[config.mk]
export PLATFORM = sky130hd
export DESIGN_NAME = core_window_switch
export DESIGN_NICKNAME = d
export VERILOG_FILES = /design/src/rtl/cws_pkg.sv /design/src/rtl/cws_window_codec.sv /design/src/rtl/cws_retry_ctr.sv /design/src/rtl/core_window_switch.sv
export SDC_FILE = /design/constraint.sdc
export NUM_CORES = 1
export LEC_CHECK = 0
export BUFFER_PORTS_ARGS = -buffer_cell sky130_fd_sc_hd__buf_2
export CORE_AREA = 5 5 110 112
export CTS_CLUSTER_SIZE = 24
export DETAILED_ROUTE_END_ITERATION = 16
export DIE_AREA = 0 0 115 117
export MAX_ROUTING_LAYER = met4
export PLACE_DENSITY = 0.78
export SETUP_SLACK_MARGIN = 0.5
export SLEW_MARGIN = 0
export SYNTH_ARGS = -nofsm -noshare
export SYNTH_HDL_FRONTEND = slang
export SYNTH_SLANG_ARGS = --single-unit
[constraint.sdc]
create_clock -name clk -period 2.73 [get_ports clk]
set_input_delay 0.273 -clock clk [delete_from_list [all_inputs] [get_ports clk]]
set_output_delay 0.273 -clock clk [all_outputs]
set_load 0.1 [all_outputs]
[src/rtl/cws_pkg.sv]
package cws_pkg;
  typedef enum logic [1:0] {
    ST_IDLE  = 2'd0,
    ST_READ  = 2'd1,
    ST_WAIT  = 2'd2,
    ST_CHECK = 2'd3
  } cws_state_e;
endpackage

[src/rtl/cws_window_codec.sv]
module cws_window_codec #(
  parameter int          IDX_W     = 4,
  parameter int          ADDR_W    = 32,
  parameter int          SPAN_LOG2 = 12,
  parameter logic [31:0] WIN_BASE  = 32'h1800_0000
) (
  input  logic [IDX_W-1:0]  core_idx,
  input  logic [ADDR_W-1:0] readback,
  output logic [ADDR_W-1:0] win_value,
  output logic              idx_match
);
  localparam logic [ADDR_W-1:0] BASE_W = ADDR_W'(WIN_BASE);

  logic [ADDR_W-1:0] offset;
  logic [ADDR_W-1:0] decoded;

  always_comb begin
    win_value = BASE_W + (ADDR_W'(core_idx) << SPAN_LOG2);
    offset    = readback - BASE_W;
    decoded   = offset >> SPAN_LOG2;
    idx_match = (decoded == ADDR_W'(core_idx));
  end
endmodule

[src/rtl/cws_retry_ctr.sv]
module cws_retry_ctr #(
  parameter int MAX_RETRY = 10
) (
  input  logic clk,
  input  logic rst,
  input  logic clear,
  input  logic bump,
  output logic exhausted
);
  localparam int CNT_W = $clog2(MAX_RETRY + 2);

  logic [CNT_W-1:0] count;

  always_ff @(posedge clk) begin
    if (rst || clear) count <= '0;
    else if (bump)    count <= count + 1'b1;
  end

  assign exhausted = (count == CNT_W'(MAX_RETRY));

  // the number of retries never goes past the limit
  assert_retry_bound_R5: assert property (@(posedge clk) disable iff (rst)
    count <= CNT_W'(MAX_RETRY));
endmodule

[src/rtl/core_window_switch.sv]
module core_window_switch #(
  parameter int          IDX_W     = 4,
  parameter int          ADDR_W    = 32,
  parameter int          SPAN_LOG2 = 12,
  parameter logic [31:0] WIN_BASE  = 32'h1800_0000,
  parameter int          MAX_RETRY = 10,
  parameter int          OFS_W     = 12,
  parameter int          DATA_W    = 32
) (
  input  logic              clk,
  input  logic              rst,
  input  logic              req_valid,
  input  logic [IDX_W-1:0]  req_core,
  input  logic              req_access,
  input  logic              req_we,
  input  logic [OFS_W-1:0]  req_addr,
  input  logic [DATA_W-1:0] req_wdata,
  output logic              busy,
  output logic              done,
  output logic              fail,
  output logic [IDX_W-1:0]  mapped_core,
  output logic              mapped_valid,
  output logic              win_wr_en,
  output logic [ADDR_W-1:0] win_wr_data,
  output logic              win_rd_en,
  input  logic [ADDR_W-1:0] win_rd_data,
  output logic              bus_valid,
  output logic              bus_we,
  output logic [OFS_W-1:0]  bus_addr,
  output logic [DATA_W-1:0] bus_wdata
);
  import cws_pkg::*;

  cws_state_e        state;
  logic [IDX_W-1:0]  tgt_core;
  logic              tgt_access, tgt_we;
  logic [OFS_W-1:0]  tgt_addr;
  logic [DATA_W-1:0] tgt_wdata;

  logic [IDX_W-1:0]  codec_idx;
  logic [ADDR_W-1:0] enc_value;
  logic              rb_match;
  logic              hit, accept, retry_clear, retry_bump, retry_out;

  assign codec_idx   = (state == ST_IDLE) ? req_core : tgt_core;
  assign accept      = (state == ST_IDLE) && req_valid;
  assign hit         = mapped_valid && (req_core == mapped_core);
  assign retry_clear = accept;
  assign retry_bump  = (state == ST_CHECK) && !rb_match && !retry_out;

  cws_window_codec #(
    .IDX_W(IDX_W), .ADDR_W(ADDR_W), .SPAN_LOG2(SPAN_LOG2), .WIN_BASE(WIN_BASE)
  ) u_codec (
    .core_idx (codec_idx),
    .readback (win_rd_data),
    .win_value(enc_value),
    .idx_match(rb_match)
  );

  cws_retry_ctr #(.MAX_RETRY(MAX_RETRY)) u_retry (
    .clk      (clk),
    .rst      (rst),
    .clear    (retry_clear),
    .bump     (retry_bump),
    .exhausted(retry_out)
  );

  always_ff @(posedge clk) begin
    if (rst) begin
      state        <= ST_IDLE;
      busy         <= 1'b0;
      done         <= 1'b0;
      fail         <= 1'b0;
      mapped_core  <= '0;
      mapped_valid <= 1'b0;
      win_wr_en    <= 1'b0;
      win_wr_data  <= '0;
      win_rd_en    <= 1'b0;
      bus_valid    <= 1'b0;
      bus_we       <= 1'b0;
      bus_addr     <= '0;
      bus_wdata    <= '0;
      tgt_core     <= '0;
      tgt_access   <= 1'b0;
      tgt_we       <= 1'b0;
      tgt_addr     <= '0;
      tgt_wdata    <= '0;
    end else begin
      done      <= 1'b0;
      fail      <= 1'b0;
      bus_valid <= 1'b0;
      win_wr_en <= 1'b0;
      win_rd_en <= 1'b0;
      unique case (state)
        ST_IDLE: begin
          if (req_valid) begin
            tgt_core   <= req_core;
            tgt_access <= req_access;
            tgt_we     <= req_we;
            tgt_addr   <= req_addr;
            tgt_wdata  <= req_wdata;
            if (hit) begin
              done      <= 1'b1;
              bus_valid <= req_access;
              bus_we    <= req_we;
              bus_addr  <= req_addr;
              bus_wdata <= req_wdata;
            end else begin
              busy        <= 1'b1;
              win_wr_en   <= 1'b1;
              win_wr_data <= enc_value;
              state       <= ST_READ;
            end
          end
        end
        ST_READ: begin
          win_rd_en <= 1'b1;
          state     <= ST_WAIT;
        end
        ST_WAIT: state <= ST_CHECK;
        ST_CHECK: begin
          if (rb_match) begin
            busy         <= 1'b0;
            done         <= 1'b1;
            mapped_core  <= tgt_core;
            mapped_valid <= 1'b1;
            bus_valid    <= tgt_access;
            bus_we       <= tgt_we;
            bus_addr     <= tgt_addr;
            bus_wdata    <= tgt_wdata;
            state        <= ST_IDLE;
          end else if (retry_out) begin
            busy  <= 1'b0;
            fail  <= 1'b1;
            state <= ST_IDLE;
          end else begin
            win_wr_en   <= 1'b1;
            win_wr_data <= enc_value;
            state       <= ST_READ;
          end
        end
        default: state <= ST_IDLE;
      endcase
    end
  end

  // a strobe never writes and reads in the same cycle; every write is read back next
  assert_single_strobe_R3: assert property (@(posedge clk) disable iff (rst)
    !(win_wr_en && win_rd_en));
  assert_read_follows_write_R3: assert property (@(posedge clk) disable iff (rst)
    win_wr_en |=> win_rd_en);
  // outcomes exclusive, mapping kept on failure
  assert_done_fail_excl_R5: assert property (@(posedge clk) disable iff (rst)
    !(done && fail));
  assert_fail_keeps_map_R5: assert property (@(posedge clk) disable iff (rst)
    fail |-> ($stable(mapped_core) && $stable(mapped_valid)));
  // success leaves a valid mapping
  assert_done_mapped_R6: assert property (@(posedge clk) disable iff (rst)
    done |-> mapped_valid);
  // busy ends exactly with an outcome
  assert_busy_ends_R8: assert property (@(posedge clk) disable iff (rst)
    $fell(busy) |-> (done || fail));
  assert_outcome_not_busy_R8: assert property (@(posedge clk) disable iff (rst)
    (done || fail) |-> !busy);
  // a bus access is only ever issued on a successful completion
  assert_bus_with_done_R9: assert property (@(posedge clk) disable iff (rst)
    bus_valid |-> done);
endmodule

== Word-level counts from Yosys, hierarchy flattened ==
Index checks and enable logic that the tools add are counted.
W data, S select, Z words.
Word-level totals
  latch bits: 0
  memories kept: 0
  output and inout port bits: 88
  word-level logic and storage cells: 95
  bits in registers: 144
  input bits: 85
  memory bits (read-only): 0
  bits in writable memories: 0
Operators by class
  divide/modulo/power cells: 0
  $mul: 0
  shift-type cells: 0
  mux-type cells: 43
  add/sub/neg operators: 3
  reductions and logical operators: 16
  bitwise logic cells: 1
  equal/unequal tests: 13
  $lt $le $gt $ge: 0
Operators with widths (count)
  $mux W32: 7
  $pmux W32 S2: 2
  $mux W12: 3
  $sub A32 B29 Y32 const B: 1
  $add A29 B16 Y30 const A: 1
  $pmux W12 S2: 1
  $mux W1: 21
  $eq A20 B4 Y1: 1
  $ne A2 B2 Y1 const B: 6
  $pmux W1 S2: 5
  $pmux W2 S4: 1
  $reduce_and A4 Y1: 2
  $reduce_and A2 Y1: 3
  $reduce_and A5 Y1: 1
  $add A4 B1 Y4 const B: 1
  $eq A2 B2 Y1 const B: 2
  $eq A4 B4 Y1: 1
  $eq A4 B4 Y1 const B: 1
  $logic_and A1 B1 Y1: 4
  $mux W2: 2
  $mux W4: 1
  $ne A3 B3 Y1 const B: 1
  $reduce_or A3 Y1: 1
  $eq A2 B1 Y1 const B: 1
  5 further kinds: 6

== Longest topological paths before layout ==
Gate-level depths: netlist of the first run.
  depth in word-level cells: 6
  gate-level depth with buffers: 11
  gate-level depth less buffers: 8

== Modules after synthesis ==
Synthesis of the first run repeated with hierarchy kept, for this count alone.
Second synthesis, totals
  cell total of the unflattened synthesis: 753
  area total of the unflattened synthesis: 6979.2 um2
By module, submodules not included
  core_window_switch: times used 1, cells each 683, area each 6396.1 um2, sequential area each 2802.7 um2
  cws_window_codec: times used 1, cells each 50, area each 382.9 um2, sequential area each 0.0 um2
  cws_retry_ctr: times used 1, cells each 20, area each 200.2 um2, sequential area each 80.1 um2

== Worst setup path after synthesis of the first run ==
No wires, ideal clock.
  path type: reg2reg
  start: register mapped_core[3]
  end: register bus_wdata[24]
  setup time: 89 ps
  required time: 2641 ps
  stages on the path, launching flop included: 8
  data arrival time: 2576 ps
  setup slack: 65 ps
  path buffers: 1
  clock period less this slack: 2665 ps
  path through: dfxtp_1 xnor2_1 nand3_1 or3_1 a21oi_2 buf_2 a21oi_1 a311oi_2
Between the ends
  word-level cells in the longest chain between the ends: 4
RTL lines
  from (decl): RTL line core_window_switch.sv:21  | output logic [IDX_W-1:0] mapped_core,
  from (signal assigned): RTL line core_window_switch.sv:125  | mapped_core <= tgt_core;
  $eq A4 B4 Y1: RTL line core_window_switch.sv:47  | assign hit = mapped_valid && (req_core == mapped_core);
  $logic_and A1 B1 Y1: RTL line core_window_switch.sv:47
  $ne A2 B2 Y1 (no line)
  $reduce_and A4 Y1 (no line)
  to (signal assigned): RTL line core_window_switch.sv:107  | bus_wdata <= req_wdata;
  to (signal assigned): RTL line core_window_switch.sv:130  | bus_wdata <= tgt_wdata;
  to (decl): RTL line core_window_switch.sv:30  | output logic [DATA_W-1:0] bus_wdata
No other way between the ends.
A chain may end at the register's enable or synchronous reset.

== Worst setup path after layout of the first run ==
  start: register state[1]
  end: register bus_wdata[10]
Between the ends
  word-level cells in the longest chain between the ends: 5
  elaborated cells between the ends (all ways): 10
  those cells by class: eq/ne: 5; mux: 2; reduce/logical: 3
RTL lines
  from (decl): RTL line core_window_switch.sv:34  | cws_state_e state;
  from (signal assigned): RTL line core_window_switch.sv:70  | state <= ST_IDLE;
  from (signal assigned): RTL line core_window_switch.sv:112  | state <= ST_READ;
  from (signal assigned): RTL line core_window_switch.sv:118  | state <= ST_WAIT;
  $logic_not A2 Y1: RTL line core_window_switch.sv:45, core_window_switch.sv:94
  $mux W4: RTL line core_window_switch.sv:45  | assign codec_idx = (state == ST_IDLE) ? req_core : tgt_core;
  $eq A20 B4 Y1: RTL line cws_window_codec.sv:21  | idx_match = (decoded == ADDR_W'(core_idx));
  $ne A2 B2 Y1 (no line)
  $reduce_and A4 Y1 (no line)
Parallel ways exist; a longest one is shown, timed or not.

==> results_dict.tcl, run 1 <==
set metrics [dict create \
    status "finished, final reports clean" \
    holdPathEnd "tgt_wdata[12]" \
    fin_tns_setup_ps 0 \
    path_max_fanout 19 \
    finalMaxSlewViolations 0 \
    finalCritPeriodShare 0.8450 \
    synth_area_mm2 0.005430 \
    min_from "req_wdata[12]" \
    final_antenna_net_count 0 \
    nets 812 \
    maxSlewHeadroom 0.5663 \
    min_delay_path_depth 3 \
    total_power_uw 10470 \
    async_reset_ff_frac 0 \
    path_buf_inv 4 \
    critPathKind "flop to flop" \
    drv_cap 0 \
    ff2ff_path_depth 10 \
    setup_viol 0 \
    synth_warnings 0 \
    clock_path_buffers 2 \
    rrSetupSlack_ps 420 \
    synth.distinct_cells 42 \
    synth_seq_cells 117 \
    crit_chain "inv_4 > ha_4 > mux2i_4 > xnor2_1 > nor3_2 > buf_4 > a21bo_4 > buf_4 > clkbuf_16 > a311oi_1" \
    rows 39 \
    min_period_ps 2307 \
    cts_inserted_buffers 17 \
    final_hold_viol_count 0 \
    finalCoreUtilization 0.6419 \
    ir_drop_mv 0.7469 \
    place.gp.congestion 0.8894 \
    critical-path-max-stage-delay_ps 370 \
    cpMostUsedCell "buf_4" \
    place_hpwl_um 9038 \
    dr_total_vias 4748 \
    core_mm2 0.01113 \
    routed_wl_um 14200 \
    holdCritPathClass "primary input to flop" \
    fin_skew_ps 8.696 \
    synth_edf_count 0 \
    clock_sinks 117 \
    rsz0062_at_grt "true" \
    grt_max_degree 53 \
    hold_buffers 0 \
    p_per_area_mw_per_mm2 1467 \
    pin_count 173 \
    netlist_instances 589 \
    rr_startpoint "state[1]" \
    viasPerCell 5.420 \
    grt_pass1_vias 4519 \
    avgSynthCellArea_um2 9.219 \
    start_util 0.4881 \
    die_h_um 117 \
    cts.htree.levels 4 \
    critPathArrivalTime_ps 2620 \
    multi_input_area_mm2 0.002875 \
    nFillCells 926 \
    drive_gt1_frac 0.3683 \
    end_kind "flop" \
    synth_seq_area_share 0.4313 \
    clock_latency_ps 410 \
    slowest_stage "dfxtp_4" \
    p_leak_uw 0.002901 \
    cts_tree "yes" \
    initialDrtViolationCount 450 \
    antenna_found_initial 0 \
    die-area_mm2 0.01346 \
    cpLargestDelayFamily "buffers and inverters" \
    start_kind "flop" \
    grt_usage 0.2034 \
    first_pass_iters 4 \
    cp.required_ps 3040 \
    wl_per_cell_um 16.21 \
    cts.clk_slew.worst_paths_ps 60 \
    regArea_mm2 0.002366 \
    antenna_cells 0 \
    grt_pass1_wl_um 21240 \
    worstReg2RegEnd "bus_wdata[10]" \
    tightestPinTransition_ps 643.7 \
    cts_root_buffer "clkbuf_16" \
    overflow 0 \
    numPortBuffers 134 \
    die_x_um 115 \
    ys.flop_type "dfxtp_1" \
    drc_errors 0 \
    fmax_ghz 0.4335 \
    syn2layout_area_growth_pct 31.52 \
]
[timing repair]
| item | CTS | global route |
|---|---|---|
| setup buffers | 4 | 10 |
| gates resized for setup | 10 | 21 |
| pin swaps | 4 | 7 |
| cloned | 0 | 3 |
| endpoints found under the setup margin | 64 | 59 |
[cell type report]
cell class                      count  area share
Tap cell                          143     0.02505
Clock inverter                      7     0.02278
Inverter                            8    0.004905
Timing Repair Buffer              163      0.1402
Clock buffer                       24     0.07323
Multi-Input combinational cell    414      0.4026
Sequential cell                   117      0.3313
[state kept, by name, indices dropped and copies added, names as in the netlist, 2 cells and up]
name / count
u_retry.count: 4
tgt_core: 4
bus_wdata: 32
tgt_wdata: 32
state: 2
bus_addr: 12
mapped_core: 4
tgt_addr: 12
win_wr_data: 5
[layer usage]
metal	vias up	global-route usage	routed length [µm]
met5	-	-	0
met2	141	0.3403	7457
met3	27	0.04679	622
met4	0	0.09703	311
met1	2265	0.2310	5812
li1	2315	-	-
[tightest hold or removal path, stage by stage]
cell,delay (ps)
buf_2,100
nand2_1,50
a21oi_1,50
[layout by cell type (no fill, tap or decap), types with 4 or more instances in the layout]
master	instances
clkbuf_16	21
nand2b_1	5
a21oi_1	87
conb_1	26
a311oi_2	29
nor2_1	12
mux2i_4	4
nand2_1	107
inv_1	6
a311oi_1	16
dfxtp_4	6
a211oi_1	4
a21oi_2	20
ha_1	4
buf_2	133
xnor2_1	6
dfxtp_1	110
clkbuf_8	5
o21ai_0	4
bufinv_16	5
mux2i_1	50
nand3_1	5
buf_12	4
buf_4	21
[cells by family (layout without fill, tap and decap cells)]
| group | Yosys count | count (layout) | share of synthesized area |
|---|---|---|---|
| compound gates | 173 | 173 | 0.2401 |
| xor+xnor | 8 | 8 | 0.01290 |
| fa+ha+maj | 6 | 6 | 0.01382 |
| buf+inv | 83 | 202 | 0.08709 |
| flops | 117 | 117 | 0.4313 |
| mux | 55 | 55 | 0.1016 |
| other cells | 1 | 26 | 0.0006906 |
| simple gates | 146 | 146 | 0.1124 |
[worst max-delay path by stage]
stage                                  end  depth (start not counted)  slack [ps]      startpoint
after CTS                 u_retry.count[3]                         10         440        state[0]
after detailed placement      bus_wdata[7]                          9        -0.7        state[1]
after global placement         bus_addr[4]                          9         160        state[1]
after global routing         bus_wdata[10]                         10         350        state[1]
final                        bus_wdata[10]                         10         420        state[1]
after floorplan              bus_wdata[24]                          7         550  mapped_core[1]
[per-stage QoR]
step	instances	setup slack [ps]	area, µm²	hold slack (ps)
finish	876	423.1	7142	110.0
global route	876	350.2	7142	103.0
CTS	863	443.7	6875	88.78
detailed placement	828	-0.6957	6126	446.1
global placement	828	159.1	6126	440.9
floorplan	614	554.9	5540	409.0
[cell usage after synthesis (all sizes together), types with 2 or more instances]
cell | count | area [µm²]
dfxtp | 117 | 2342
a21oi | 108 | 615.6
nand2 | 108 | 405.4
mux2i | 54 | 540.5
buf | 46 | 334.1
a311oi | 45 | 531.8
clkbuf | 29 | 108.9
nor2 | 13 | 48.80
inv | 8 | 30.03
xnor2 | 8 | 70.07
a211oi | 6 | 50.05
ha | 6 | 75.07
nand2b | 5 | 31.28
nand3 | 5 | 25.02
o21ai | 4 | 20.02
nor3 | 3 | 20.02
a21bo | 2 | 20.02
a21boi | 2 | 15.01
nand4 | 2 | 12.51
nor2b | 2 | 12.51
nor4 | 2 | 12.51
or3 | 2 | 12.51
[where the power goes]
group	leakage [µW]	switching (µW)	internal (µW)
sequential	0.000966	284	2190
combinational	0.00160	4120	1320
clock	0.000334	765	1790
total	0.00290	5170	5300
Note: power is estimated with default switching activity, not from simulation.
==> run 2: changes to the inputs <==
Clock period 2.73 ns to 2.19 ns, I/O delays scaled along.
==> results_dict.tcl, run 2 (synthesis gave the netlist of run 1 again) <==
set metrics [dict create \
    syn2layout_area_growth_pct 44.93 \
    p_leak_uw 0.003209 \
    dpl_worst_slack_ps -159.0 \
    path_buf_inv 5 \
    clock_latency_ps 410 \
    antenna_found_initial 0 \
    cts_tree "yes" \
    finalCritPeriodShare 1.053 \
    grt_pass1_vias 4786 \
    path_max_fanout 6 \
    cts.htree.levels 4 \
    layout_commonest_cell "buf_2" \
    end_kind "flop" \
    status "finished, violations left" \
    drv_cap 0 \
    routed_wl_um 16340 \
    dr_total_vias 4954 \
    start_util 0.4881 \
    grt_pass1_wl_um 22510 \
    nets 851 \
    critical-path-max-stage-delay_ps 320 \
    fin_skew_ps 10.34 \
    ir_drop_mv 1.243 \
    final_antenna_net_count 0 \
    min_period_ps 2307 \
    hold_buffers 0 \
    overflow 0 \
    initialDrtViolationCount 277 \
    place.gp.congestion 0.8437 \
    viasPerCell 5.408 \
    grt_max_degree 77 \
    drive_gt1_frac 0.4605 \
    cpLargestDelayFamily "buffers and inverters" \
    violations "negative setup slack" \
    first_pass_iters 4 \
    setup_ws_ps -117.1 \
    maxSlewHeadroom 0.6524 \
    rows 39 \
    wl_per_cell_um 17.84 \
    clock_path_buffers 2 \
    p_per_area_mw_per_mm2 1760 \
    rsz0062_at_grt "true" \
    die_x_um 115 \
    final_cell_mix "133 x buf_2, 110 x dfxtp_1, 104 x nand2_1" \
    clock_sinks 117 \
    place_hpwl_um 9243 \
    numPortBuffers 134 \
    top_regs "bus_wdata: 32 flops, tgt_wdata: 32 flops" \
    finalCoreUtilization 0.7074 \
    holdCritPathClass "primary input to flop" \
    drc_errors 0 \
    critPathArrivalTime_ps 2630 \
    cp.required_ps 2510 \
    cts_root_buffer "clkbuf_16" \
    critPathKind "flop to flop" \
    tightestPinTransition_ps 521.3 \
    crit_chain "inv_2 > ha_4 > buf_6 > mux2i_4 > xnor2_2 > nor3_2 > a21bo_4 > buf_6 > buf_16 > buf_6 > a21oi_2 > a311oi_1" \
    finalMaxSlewViolations 0 \
    fmax_ghz 0.4334 \
    setup_viol 57 \
    start_kind "flop" \
    grt_usage 0.2162 \
    cts_inserted_buffers 17 \
    antenna_cells 0 \
    slowest_stage "dfxtp_2" \
    final_hold_viol_count 0 \
    die_h_um 117 \
    core_mm2 0.01113 \
    pin_count 173 \
    cts.clk_slew.worst_paths_ps 60 \
    cpMostUsedCell "buf_6" \
    die-area_mm2 0.01346 \
]
==> run 2: cell types whose count changed in the layout (fill, tap and decap cells not counted), moves of 4 or more <==
cell       change
a21oi_1       -36
a21oi_2       +33
buf_6         +14
buf_4         +11
buf_8          +5
clkbuf_16      +5
a211oi_1       -4
a211oi_2       +4
buf_12         +4
==> run 2: final cells by class <==
cell class / instances / area (µm²)
clock inverter: 7 / 135.1
sequential: 117 / 2361
tap: 143 / 178.9
clock buffer: 25 / 538.0
fill: 793 / 3256
inverter: 8 / 33.78
timing repair buffer: 202 / 1524
multi-input combinational: 414 / 3099
==> run 2: final timing paths <==
kind / startpoint / to / cells after the start / slack, ps
setup / recovery: state[0] / bus_wdata[0] / 12 / -120
hold / removal: req_addr[9] / tgt_addr[9] / 3 / 60
setup reg to reg: state[0] / bus_wdata[0] / 12 / -120
hold reg to reg: tgt_wdata[9] / tgt_wdata[9] / 2 / 450
==> run 2: what timing repair did <==
item	CTS	global route
cloned	1	11
endpoints found under the setup margin	116	116
pin swaps	26	22
setup buffers	12	7
resized for setup	57	46
==> run 2: tightest hold or removal path, delay by kind of cell <==
kind                   cells  cell delay [ps]
AOI/OAI and AO/OA          1               50
buffers and inverters      1              100
and+or+nand+nor            1               50
==> run 2: power by group <==
part | leakage (µW) | internal, µW | switching, µW
combinational | 0.00191 | 2140 | 5490
sequential | 0.000965 | 2730 | 377
clock | 0.000334 | 2160 | 958
total | 0.00321 | 7020 | 6830
==> run 2: per-stage QoR <==
stage	hold slack, ps	total power [µW]	instances	setup TNS, ps	instance area [µm²]
3_5_place_dp	446.1	9738	853	-3438	6357
4_1_cts	42.14	13220	898	-30.13	7378
6_report	57.43	13850	916	-3220	7870
3_3_place_gp	440.3	9586	853	-616.0	6357
2_1_floorplan	355.0	8599	614	0	5597
5_1_grt	57.75	14380	916	-9698	7870
==> run 2: routing by layer <==
layer / track usage / up-vias / wire (µm)
li1: - / 2387 / -
met1: 0.2312 / 2396 / 6288
met2: 0.3808 / 133 / 8761
met3: 0.04730 / 38 / 800
met4: 0.1025 / 0 / 492
met5: - / - / 0
==> run 3: changes to the inputs <==
Settings changed: CORE_AREA 5 5 110 112 to 5 5 106 108, DIE_AREA 0 0 115 117 to 0 0 111 113, PLACE_DENSITY 0.78 to 0.9.
Clock period 2.19 ns to 2.9 ns, I/O delays scaled along.
==> results_dict.tcl, run 3 (synthesis gave the netlist of run 1 again) <==
set metrics [dict create \
    fin_tns_setup_ps 0 \
    final_antenna_net_count 0 \
    finalCoreUtilization 0.7050 \
    ir_drop_mv 0.9389 \
    clock_sinks 117 \
    cts_inserted_buffers 17 \
    holdCritPathClass "primary input to flop" \
    startpoint "state[1]" \
    grt_pass1_wl_um 22640 \
    p_leak_uw 0.002921 \
    rrSetupSlack_ps 520 \
    cp.required_ps 3300 \
    top_regs "bus_wdata: 32 flops, tgt_wdata: 32 flops" \
    tightestPinTransition_ps 738.3 \
    syn2layout_area_growth_pct 31.64 \
    cts.htree.levels 4 \
    drv_cap 0 \
    cts.clk_slew.worst_paths_ps 50 \
    hold_buffers 0 \
    die-area_mm2 0.01254 \
    fmax_ghz 0.4204 \
    grt_pass1_vias 4733 \
    nets 816 \
    grt_max_degree 64 \
    antenna_found_initial 1 \
    ff2ff_path_depth 10 \
    grt_usage 0.2247 \
    layout_commonest_cell "buf_2" \
    start_util 0.5356 \
    cts_root_buffer "clkbuf_8" \
    endpoint "bus_wdata[10]" \
    pin_count 173 \
    drive_gt1_frac 0.3659 \
    p_per_area_mw_per_mm2 1354 \
    initialDrtViolationCount 425 \
    die_x_um 111 \
    fin_skew_ps 8.679 \
    rsz0062_at_grt "true" \
    die_h_um 113 \
    viasPerCell 5.648 \
    finalMaxSlewViolations 0 \
    numPortBuffers 134 \
    rows 37 \
    path_max_fanout 7 \
    wl_per_cell_um 17.83 \
    routed_wl_um 15600 \
    critPathKind "flop to flop" \
    drc_errors 0 \
    clock_path_buffers 2 \
    maxSlewHeadroom 0.5026 \
    clock_latency_ps 510 \
    rr_startpoint "state[1]" \
    min_period_ps 2379 \
    start_kind "flop" \
    place.gp.congestion 0.8372 \
    finalCritPeriodShare 0.8203 \
    status "finished, final reports clean" \
    first_pass_iters 5 \
    core_mm2 0.01014 \
    critPathArrivalTime_ps 2780 \
    final_cell_mix "133 x buf_2, 110 x dfxtp_1, 107 x nand2_1" \
    end_kind "flop" \
    final_hold_viol_count 0 \
    worstReg2RegEnd "bus_wdata[10]" \
    cts_tree "yes" \
    overflow 0 \
    place_hpwl_um 9467 \
    dr_total_vias 4942 \
    setup_viol 0 \
]
-- run 3: cell count changes in the layout (fill, tap and decap cells not counted), moves of 5 or more --
| cell | previous run | this run |
|---|---|---|
| buf_8 | 5 | 0 |
| buf_6 | 16 | 6 |
| clkbuf_16 | 26 | 21 |
| buf_4 | 32 | 16 |
| a21oi_2 | 53 | 21 |
| a21oi_1 | 51 | 86 |
-- run 3: repair_timing --
item,4_1_cts,5_1_grt
endpoints found under the setup margin,52,59
gates cloned,0,8
setup buffers,2,12
pin swaps,2,18
gates resized for setup,2,35
-- run 3: area by class of cell --
class / count / area [µm²]
Fill cell: 752 / 2990
Multi-Input combinational cell: 415 / 2884
Sequential cell: 117 / 2354
Timing Repair Buffer: 166 / 1099
Clock buffer: 23 / 456.7
Tap cell: 136 / 170.2
Clock inverter: 9 / 150.1
Inverter: 8 / 32.53
Antenna cell: 1 / 2.502
-- run 3: critical path, cell delays in order (launching register included) --
cell	delay, ps
dfxtp_4	360
inv_4	60
ha_4	250
mux2i_4	290
xnor2_2	80
a211oi_2	190
buf_4	180
a21bo_4	280
clkbuf_16	200
a21oi_1	70
a311oi_1	300
-- run 3: how the worst min path moves through the flow --
stage | to | start | cells after the start | slack, ps
after floorplan | tgt_access | req_access | 2 | 430
after global placement | tgt_wdata[23] | tgt_wdata[23] | 2 | 440
after detailed placement | tgt_wdata[22] | tgt_wdata[22] | 2 | 450
after CTS | tgt_wdata[3] | req_wdata[3] | 3 | 10
after global routing | tgt_addr[10] | req_addr[10] | 3 | 20
final | tgt_wdata[3] | req_wdata[3] | 3 | 30
-- run 3: power by group --
| part | leakage (µW) | total (µW) | switching (µW) | internal (µW) |
|---|---|---|---|---|
| Combinational | 0.00166 | 5190 | 3930 | 1260 |
| Sequential | 0.000964 | 2350 | 287 | 2060 |
| Clock | 0.000292 | 2130 | 699 | 1440 |
-- run 3: per-stage QoR --
stage / setup slack, ps / power (µW) / hold slack (ps) / instances / cell area, µm²
2_1_floorplan: 569.2 / 6442 / 426.0 / 614 / 5530
3_3_place_gp: 416.6 / 7100 / 440.9 / 820 / 6112
3_5_place_dp: 280.9 / 7236 / 448.1 / 820 / 6112
4_1_cts: 481.0 / 9408 / 12.42 / 854 / 6736
5_1_grt: 386.7 / 10040 / 22.65 / 875 / 7148
6_report: 521.1 / 9680 / 28.98 / 875 / 7148
-- run 3: per-layer routing --
metal  wire, µm  up-vias  GRT usage
met2       8240      208     0.4021
met1       6040     2366     0.2435
met4        449        0    0.09278
met3        872       37    0.04599
met5          0        -          -
li1           -     2331          -
